**src/rtl/irq_seq_pkg.sv**
```systemverilog
package irq_seq_pkg;

  typedef enum logic [2:0] {
    SEQ_IDLE  = 3'd0,
    SEQ_WAKE  = 3'd1,
    SEQ_WEXT  = 3'd2,
    SEQ_ENTER = 3'd3,
    SEQ_RET   = 3'd4
  } seq_state_e;

endpackage

```
**src/rtl/irq_pick.sv**
```systemverilog
module irq_pick #(
  parameter int NUM_IRQ = 8,
  parameter int IDW     = 3
) (
  input  logic [NUM_IRQ-1:0] req_i,
  output logic               any_o,
  output logic [IDW-1:0]     id_o,
  output logic [NUM_IRQ-1:0] grant_o
);

  // seen[i] is high when any request below index i is pending
  logic [NUM_IRQ:0] seen;
  assign seen[0] = 1'b0;

  for (genvar i = 0; i < NUM_IRQ; i++) begin : g_chain
    assign seen[i+1]  = seen[i] | req_i[i];
    assign grant_o[i] = req_i[i] & ~seen[i];
  end

  assign any_o = seen[NUM_IRQ];

  always_comb begin
    id_o = '0;
    for (int i = 0; i < NUM_IRQ; i++) begin
      if (grant_o[i]) id_o = id_o | IDW'(i);
    end
  end

endmodule

```
**src/rtl/irq_gie.sv**
```systemverilog
module irq_gie (
  input  logic clk,
  input  logic rst_n,
  input  logic sei_i,
  input  logic cli_i,
  input  logic retire_i,
  input  logic entry_clr_i,
  input  logic ret_set_i,
  output logic gie_o,
  output logic shadow_o
);

  always_ff @(posedge clk) begin
    if (!rst_n) begin
      gie_o    <= 1'b0;
      shadow_o <= 1'b0;
    end else begin
      if (entry_clr_i)    gie_o <= 1'b0;
      else if (ret_set_i) gie_o <= 1'b1;
      else if (sei_i)     gie_o <= 1'b1;
      else if (cli_i)     gie_o <= 1'b0;

      // the instruction after the enabling one must retire first
      if (sei_i)         shadow_o <= 1'b1;
      else if (retire_i) shadow_o <= 1'b0;
    end
  end

  assert_entry_clears_R6: assert property (@(posedge clk) disable iff (!rst_n)
    entry_clr_i |=> !gie_o);

  assert_ret_sets_R10: assert property (@(posedge clk) disable iff (!rst_n)
    ret_set_i |=> gie_o);

endmodule

```
**src/rtl/irq_entry_seq.sv**
```systemverilog
module irq_entry_seq
  import irq_seq_pkg::*;
#(
  parameter int NUM_IRQ    = 8,
  parameter int PC_W       = 24,
  parameter int SP_W       = 16,
  parameter logic [SP_W-1:0] SP_INIT = 16'h04FF,
  parameter int WAKE_EXTRA = 5,
  localparam int IDW       = (NUM_IRQ > 1) ? $clog2(NUM_IRQ) : 1
) (
  input  logic               clk,
  input  logic               rst_n,
  input  logic [NUM_IRQ-1:0] irq_req_i,
  output logic               ack_o,
  output logic [IDW-1:0]     ack_id_o,
  input  logic               insn_busy_i,
  input  logic               insn_retire_i,
  input  logic               sei_i,
  input  logic               cli_i,
  input  logic               sleep_i,
  input  logic               wake_done_i,
  input  logic               reti_i,
  input  logic [PC_W-1:0]    pc_i,
  output logic               pc_load_o,
  output logic [PC_W-1:0]    pc_load_addr_o,
  output logic               hold_o,
  output logic               gie_o,
  output logic [SP_W-1:0]    sp_o,
  output logic               stk_we_o,
  output logic               stk_re_o,
  output logic [SP_W-1:0]    stk_addr_o,
  output logic [7:0]         stk_wdata_o,
  input  logic [7:0]         stk_rdata_i
);

  localparam int PC_BYTES = PC_W / 8;
  localparam int SEQ_LEN  = PC_BYTES + 2;
  localparam int CNT_MAX  = (SEQ_LEN > WAKE_EXTRA) ? SEQ_LEN : WAKE_EXTRA;
  localparam int CNT_W    = $clog2(CNT_MAX + 1);
  localparam int BW       = (PC_BYTES > 1) ? $clog2(PC_BYTES) : 1;
  localparam logic [CNT_W-1:0] SEQ_LAST  = CNT_W'(SEQ_LEN - 1);
  localparam logic [CNT_W-1:0] WEXT_LAST = CNT_W'(WAKE_EXTRA - 1);
  localparam logic [CNT_W-1:0] XFER_N    = CNT_W'(PC_BYTES);

  seq_state_e          state;
  logic [CNT_W-1:0]    cnt;
  logic [IDW-1:0]      vec_q;
  logic [PC_W-1:0]     pc_q;
  logic [PC_W-1:0]     ret_pc;
  logic [SP_W-1:0]     sp_q;
  logic                rd_pend;
  logic [BW-1:0]       rd_idx;
  logic [BW-1:0]       rd_byte;

  logic                any_req;
  logic [IDW-1:0]      pick_id;
  logic [NUM_IRQ-1:0]  grant;
  logic                shadow;
  logic                accept;
  logic                in_enter;
  logic                in_ret;
  logic                xfer;

  irq_pick #(.NUM_IRQ(NUM_IRQ), .IDW(IDW)) u_pick (
    .req_i   (irq_req_i),
    .any_o   (any_req),
    .id_o    (pick_id),
    .grant_o (grant)
  );

  irq_gie u_gie (
    .clk         (clk),
    .rst_n       (rst_n),
    .sei_i       (sei_i),
    .cli_i       (cli_i),
    .retire_i    (insn_retire_i),
    .entry_clr_i (ack_o),
    .ret_set_i   (pc_load_o && in_ret),
    .gie_o       (gie_o),
    .shadow_o    (shadow)
  );

  assign accept   = gie_o && any_req && !insn_busy_i && !shadow;
  assign in_enter = (state == SEQ_ENTER);
  assign in_ret   = (state == SEQ_RET);
  assign xfer     = (cnt < XFER_N);
  assign rd_byte  = BW'(PC_BYTES - 1) - cnt[BW-1:0];

  always_ff @(posedge clk) begin
    if (!rst_n) begin
      state   <= SEQ_IDLE;
      cnt     <= '0;
      vec_q   <= '0;
      pc_q    <= '0;
      ret_pc  <= '0;
      sp_q    <= SP_INIT;
      rd_pend <= 1'b0;
      rd_idx  <= '0;
    end else begin
      rd_pend <= stk_re_o;
      rd_idx  <= rd_byte;
      for (int i = 0; i < PC_BYTES; i++) begin
        if (rd_pend && rd_idx == BW'(i)) ret_pc[8*i +: 8] <= stk_rdata_i;
      end

      unique case (state)
        SEQ_IDLE: begin
          cnt <= '0;
          if (reti_i) begin
            state <= SEQ_RET;
          end else if (accept) begin
            vec_q <= pick_id;
            pc_q  <= pc_i;
            state <= sleep_i ? SEQ_WAKE : SEQ_ENTER;
          end
        end
        SEQ_WAKE: begin
          if (wake_done_i) begin
            state <= SEQ_WEXT;
            cnt   <= '0;
          end
        end
        SEQ_WEXT: begin
          if (cnt == WEXT_LAST) begin
            state <= SEQ_ENTER;
            cnt   <= '0;
          end else begin
            cnt <= cnt + 1'b1;
          end
        end
        SEQ_ENTER: begin
          if (xfer) sp_q <= sp_q - 1'b1;
          if (cnt == SEQ_LAST) begin
            state <= SEQ_IDLE;
            cnt   <= '0;
          end else begin
            cnt <= cnt + 1'b1;
          end
        end
        SEQ_RET: begin
          if (xfer) sp_q <= sp_q + 1'b1;
          if (cnt == SEQ_LAST) begin
            state <= SEQ_IDLE;
            cnt   <= '0;
          end else begin
            cnt <= cnt + 1'b1;
          end
        end
        default: state <= SEQ_IDLE;
      endcase
    end
  end

  always_comb begin
    stk_wdata_o = '0;
    for (int i = 0; i < PC_BYTES; i++) begin
      if (cnt == CNT_W'(i)) stk_wdata_o = pc_q[8*i +: 8];
    end
  end

  assign ack_o          = in_enter && (cnt == '0);
  assign ack_id_o       = vec_q;
  assign stk_we_o       = in_enter && xfer;
  assign stk_re_o       = in_ret && xfer;
  assign stk_addr_o     = in_enter ? sp_q : sp_q + 1'b1;
  assign pc_load_o      = (in_enter || in_ret) && (cnt == SEQ_LAST);
  assign pc_load_addr_o = in_enter ? PC_W'({vec_q, 1'b0}) : ret_pc;
  assign hold_o         = (state != SEQ_IDLE);
  assign sp_o           = sp_q;

  assert_ack_pulse_R3: assert property (@(posedge clk) disable iff (!rst_n)
    ack_o |=> !ack_o);

  assert_grant_onehot_R3: assert property (@(posedge clk) disable iff (!rst_n)
    $onehot0(grant));

  assert_push_dec_R4: assert property (@(posedge clk) disable iff (!rst_n)
    stk_we_o |=> sp_o == $past(sp_o) - SP_W'(1));

  assert_no_rw_R4: assert property (@(posedge clk) disable iff (!rst_n)
    !(stk_we_o && stk_re_o));

  assert_load_ends_R5: assert property (@(posedge clk) disable iff (!rst_n)
    pc_load_o |=> !hold_o);

  assert_pop_inc_R10: assert property (@(posedge clk) disable iff (!rst_n)
    stk_re_o |=> sp_o == $past(sp_o) + SP_W'(1));

endmodule

```
**config.mk**
```make
export PLATFORM = sky130hd
export DESIGN_NAME = irq_entry_seq
export DESIGN_NICKNAME = d
export VERILOG_FILES = /design/src/rtl/irq_seq_pkg.sv /design/src/rtl/irq_pick.sv /design/src/rtl/irq_gie.sv /design/src/rtl/irq_entry_seq.sv
export SDC_FILE = /design/constraint.sdc
export NUM_CORES = 1
export LEC_CHECK = 0
export BUFFER_PORTS_ARGS = -buffer_cell sky130_fd_sc_hd__buf_2
export CAP_MARGIN = 20
export CORE_AREA = 2 2 86 96
export CTS_BUF_LIST = sky130_fd_sc_hd__clkbuf_4 sky130_fd_sc_hd__clkbuf_8
export CTS_CLUSTER_SIZE = 28
export DETAILED_ROUTE_END_ITERATION = 16
export DIE_AREA = 0 0 88 98
export GPL_TIMING_DRIVEN = 0
export PLACE_DENSITY = 0.86
export SETUP_SLACK_MARGIN = 0.05
export SYNTH_ARGS = -nofsm -noshare
export SYNTH_HDL_FRONTEND = slang
export SYNTH_SLANG_ARGS = --single-unit
```
**constraint.sdc**
```tcl
create_clock -name clk -period 3.8 [get_ports clk]
set_clock_uncertainty 0.1 [all_clocks]
set_input_delay 0.38 -clock clk [delete_from_list [all_inputs] [get_ports clk]]
set_output_delay 0.38 -clock clk [all_outputs]
set_load 0.02 [all_outputs]
```
; ---- Word level (Yosys, flattened, before mapping)
; Index checks and enable logic that the tools add are counted.
[op_classes]
add_sub_neg = 4
n_lt_le_gt_ge = 1
eq_ne = 15
mux = 30
n_bitwise = 23
n_reduce_logical = 29
[op_table]
columns = operator, count
row1 = 16-bit 2-to-1 mux, 3
row2 = 3-bit 2-to-1 mux, 11
row3 = 16-bit one-hot mux with 2 select lines, 1
row4 = 24-bit 2-to-1 mux, 1
row5 = 8-bit 2-to-1 mux, 3
row6 = "16-bit by 1-bit adder with 16-bit output, second input constant", 1
row7 = "16-bit by 1-bit subtractor with 16-bit output, second input constant", 1
row8 = 3-bit one-hot mux with 4 select lines, 1
row9 = 1-bit logical AND, 11
row10 = "3-bit by 2-bit == test with 1-bit output, second input constant", 3
row11 = 1-bit NOT, 9
row12 = 3-bit one-hot mux with 3 select lines, 1
row13 = 3-bit nonzero test, 3
row14 = 1-bit AND, 7
row15 = 1-bit OR, 7
row16 = "3-bit by 1-bit == test with 1-bit output, second input constant", 2
row17 = "3-bit == test, second input constant", 2
row18 = 3-bit logical NOT, 2
row19 = 1-bit 2-to-1 mux, 6
row20 = 2-bit 2-to-1 mux, 3
row21 = "2-bit by 1-bit != test with 1-bit output, second input constant", 3
row22 = 3-bit AND reduction, 2
row23 = "2-bit != test, second input constant", 2
row24 = 4-bit AND reduction, 1
row25 = 13 further kinds, 16
[totals]
reg_bits = 78
input_bits = 49
output_inout_bits = 73
elab_cells = 114

; ---- Longest topological paths before layout
[depth]
ltp_word = 13
ltp_mapped = 8
mapped_depth_nobuf = 7

; ---- Hierarchy
; A second synthesis with hierarchy kept.
[unflattened]
cells_unflattened = 562
area_unflattened_um2 = 4317.9
[by_module_without_submodules]
columns = module, instances, cells_per_inst, area_per_inst_um2, seq_area_each_um2
row1 = irq_entry_seq, 1, 531, 4097.7, 1521.5
row2 = irq_pick, 1, 24, 146.4, 0.0
row3 = irq_gie, 1, 7, 73.8, 40.0

; ---- Worst setup path before layout
; Ideal clock, no wire load.
[synth_path]
path_type = reg-to-output
start = register sp_q[0] (netlist: sp_o[0])
end = output stk_addr_o[15]
t_arrival_ns = 1.816
t_required_ns = 3.320
slack_ns = 1.504
path_stages_with_launch = 8
n_path_buf = 2
cell_sequence = dfxtp_1 -> buf_2 -> and4_1 -> buf_2 -> nand2b_1 -> nand2b_1 -> nor3_1 -> xor2_1
[synth_via]
elab_chain_len = 2
[synth_rtl]
columns = element, line
row1 = from (decl), irq_entry_seq.sv:50  ; logic [SP_W-1:0] sp_q;
row2 = from (signal assigned), irq_entry_seq.sv:132  ; if (xfer) sp_q <= sp_q - 1'b1;
row3 = from (signal assigned), irq_entry_seq.sv:141  ; if (xfer) sp_q <= sp_q + 1'b1;
row4 = 16-bit by 1-bit adder with 16-bit output, irq_entry_seq.sv:165  ; assign stk_addr_o = in_enter ? sp_q : sp_q + 1'b1;
row5 = 16-bit 2-to-1 mux, irq_entry_seq.sv:165
row6 = to (decl), irq_entry_seq.sv:31  ; output logic [SP_W-1:0] stk_addr_o,
; Every way passes these cells.

; ---- Worst setup path in the final report
[layout_path]
start = register sp_q[1] (netlist: sp_o[1])
end = output stk_addr_o[10]
; Same word-level chain as after synthesis.

==> impl_metrics.toml <==
[sta]
slew_headroom_pct = 46.91
fmax_mhz = 351.9
finalSetupTns_ns = 0
hold_violations = 0
period_minus_slack_ns = 2.841
setup_viol = 0
rsz0062_at_grt = "false"
worstMarginPinSlew_ns = 0.7910
maxSlewViolCount = 0
fin_crit_sh_pct = 74.77

[synthesis]
synth_fa_ha_area_share_pct = 1.736
synth_compound_area_share_pct = 15.56
synthXorXnorAreaFrac_pct = 4.455
synthTopCellsByArea = "dfxtp_1 (36%), nand2_1 (8.0%), mux2i_1 (6.5%)"
synthSimpleGateAreaFrac_pct = 29.01
synth.distinct_cells = 63
synth_top_family_by_area = "simple AND/OR/NAND/NOR gates"
ys_seq_area_share_pct = 36.10
syn_nets = 605
syn_inst = 550
synth_largest_area_cell = "dfxtp_1"
yosys-mux-area-fraction_pct = 7.000
syn_area_per_cell_um2 = 7.864
synth_warnings = 0
yosys.area.top_type_share_pct = 36.10
synth_async_sr_flop_share_pct = 0
ys_seq_elements = 78
ys.flop_type = "dfxtp_1"
synth_enable_flop_cells = 0
netlist_area_mm2 = 0.004325

[cts]
clk_latency_ns = 0.36
cts_max_level = 3
clockRootBuffer = "clkbuf_8"
post_cts_buffers = 0
cts_resized = 0
cts.sinks = 78
cts_hold_buf = 0
cts_made_buffers = 9
cts_tree = "yes"
clk_pin_slew_ns = 0.09
clockBufferDepth = 2

[global_routing]
grt_usage_pct = 27.90
antenna_found_initial = 0
grt_first_pass_wirelength_um = 19300
grt_pass1_vias = 4041
grt_max_degree = 16
overflow = 0

[job]
cap_violations = 0

[cells_and_area]
antennaDiodeCount = 0
nets = 737
drive_gt1_share_pct = 25.62
syn2layout_area_growth_pct = 21.29
fillers = 640
final_core_util_pct = 68.13

[floorplan]
start_util_pct = 56.17
die_x_um = 88
num_rows = 34
dieArea_mm2 = 0.008624
coreArea_mm2 = 0.007700
die_height_um = 98
pin_count = 122

[detailed_routing]
totalWireLength_um = 12070
via_per_inst = 5.626
dr.pass1.iters = 5
ant_nets = 0
drc = 0
vias = 4473
wl_per_cell_um = 15.18
drtIter0Drc = 246

[critical_path]
start_kind = "register"
path_cells = "ha_1 -> nand3_1 -> nor2_1 -> nand2_1 -> nor2_1 -> xor2_1 -> buf_2"
rrSetupSlack_ns = 1.45
crit_type = "register to output pin"
endpoint_kind = "output pin"
slowest_stage = "dfxtp_1"
cp_max_fo = 8
crit_top_cell = "nor2_1"
path_buf_inv = 1
arrival_ns = 2.36
timing.rr.start = "sp_o[1]"
cpLargestDelayFamily = "simple AND/OR/NAND/NOR gates"
cpPeakStageDelay_ns = 0.49
r2r_cells = 6
r2r_end = "sp_o[14]"
worstPathRequired_ns = 3.32

[power_and_ir_drop]
p_leak_nw = 2.419
ir_drop_mv = 0.6980
powerDensity_mw_per_mm2 = 637.4

[min_path]
hold_class = "input port to register"
min_to = "pc_q[21]"
worstHoldStart = "pc_i[21]"
whs_path_depth = 3

[placed_design]
routabilityCongestion = 0.9263
io_buffers = 121
place_hpwl_um = 8895

[run_status]
status = "finished, final reports clean"
## worst reg2reg max path, stage by stage (launching register included)
cell	delay [ns]
dfxtp_1	0.49
ha_1	0.29
nand3_1	0.29
or2_2	0.43
o32ai_1	0.37
a21o_1	0.19
a21oi_1	0.06
## worst max path at each step
| stage | start | to | slack [ns] | cells after the start |
|---|---|---|---|---|
| 4_1_cts | sp_o[1] | stk_addr_o[10] | 1.03 | 7 |
| 3_3_place_gp | sp_o[1] | stk_addr_o[10] | 1.43 | 7 |
| 3_5_place_dp | sp_o[1] | stk_addr_o[10] | 1.43 | 7 |
| 6_report | sp_o[1] | stk_addr_o[10] | 0.96 | 7 |
| 5_1_grt | sp_o[1] | stk_addr_o[10] | 0.81 | 7 |
| 2_1_floorplan | sp_o[0] | stk_addr_o[15] | 1.50 | 7 |
## layout by cell type (no fill, tap or decap), types with 4 or more instances in the layout
master,count
buf_2,134
nand2_1,92
dfxtp_1,78
nor2_1,60
a21oi_1,51
mux2i_1,28
and2_1,23
clkbuf_1,18
nand3_1,17
xnor2_1,15
inv_1,12
a22oi_1,11
nor3_1,11
clkbuf_8,9
o21ai_0,8
nand2b_1,7
xor2_1,7
ha_1,6
nand3b_1,5
buf_4,4
nor2b_1,4
buf_1,4
nand4_1,4
nor3b_1,4
nor4_1,4
o22ai_1,4
## Yosys cell counts, types with 3 or more instances
master    instances
a22oi_1          11
dfxtp_1          78
inv_1            12
xnor2_1          15
and2_1           23
nor4_1            4
buf_4             4
a211oi_1          3
o32ai_1           3
nand4_1           4
nor2b_1           4
buf_2            13
xor2_1            7
nand2_1          92
nand2b_1          7
o221a_2           3
a21oi_1          51
nor3_1           11
or4_1             3
nand3_1          17
o22ai_1           4
ha_1              6
mux2i_1          28
nor2_1           60
clkbuf_1         18
nand3b_1          5
o21ai_0           8
nor3b_1           4
buf_6             3
buf_1             4
## per-stage QoR
step | setup WS, ns | instances | cell area (µm²) | hold WS [ns] | power, W
2_1_floorplan | 1.504 | 550 | 4325 | 0.3360 | 0.002241
3_3_place_gp | 1.434 | 779 | 5066 | 0.3421 | 0.002694
3_5_place_dp | 1.428 | 779 | 5066 | 0.3484 | 0.002740
4_1_cts | 1.027 | 795 | 5246 | 0.1494 | 0.003316
5_1_grt | 0.8076 | 795 | 5246 | 0.1449 | 0.003526
6_report | 0.9587 | 795 | 5246 | 0.1484 | 0.003344
## layout make-up
cell class	count	area (µm²)	share of cell area, %
Buffer	43	216.5	4.126
Clock buffer	9	123.9	2.361
Clock inverter	7	56.30	1.073
Inverter	13	48.80	0.9301
Multi-Input combinational cell	416	2499	47.63
Sequential cell	78	1562	29.76
Tap cell	108	135.1	2.576
Timing Repair Buffer	121	605.6	11.54
## state kept, by name, indices dropped and copies added, names as in the netlist
register,flops
sp_o,16
rd_idx,2
u_gie.gie_o,1
ret_pc,24
pc_q,24
u_gie.shadow_o,1
cnt,3
ack_id_o,3
rd_pend,1
state,3
## layer usage
| metal | global-route usage (%) | part of all wire [%] | up-vias |
|---|---|---|---|
| li1 | - | - | 2159 |
| met1 | 37.15 | 43 | 2066 |
| met2 | 44.46 | 47 | 221 |
| met3 | 4.818 | 7.5 | 27 |
| met4 | 11.36 | 2.2 | 0 |
| met5 | 0 | 0 | - |
## cell families (layout without fill, tap and decap cells)
| kind of cell | Yosys count | after routing |
|---|---|---|
| buf+inv | 56 | 193 |
| simple gates | 252 | 252 |
| fa+ha+maj | 6 | 6 |
| xor+xnor | 22 | 22 |
| compound gates | 106 | 106 |
| mux | 30 | 30 |
| flops | 78 | 78 |
## power by group
part,total [W],internal (W),leakage (nW),switching (W)
clock,0.000586,0.000244,0.0902,0.000342
sequential,0.000979,0.000901,0.632,0.0000783
combinational,0.00178,0.000626,1.70,0.00115
total,0.00334,0.00177,2.42,0.00157
(Power assumes the default switching activity.)
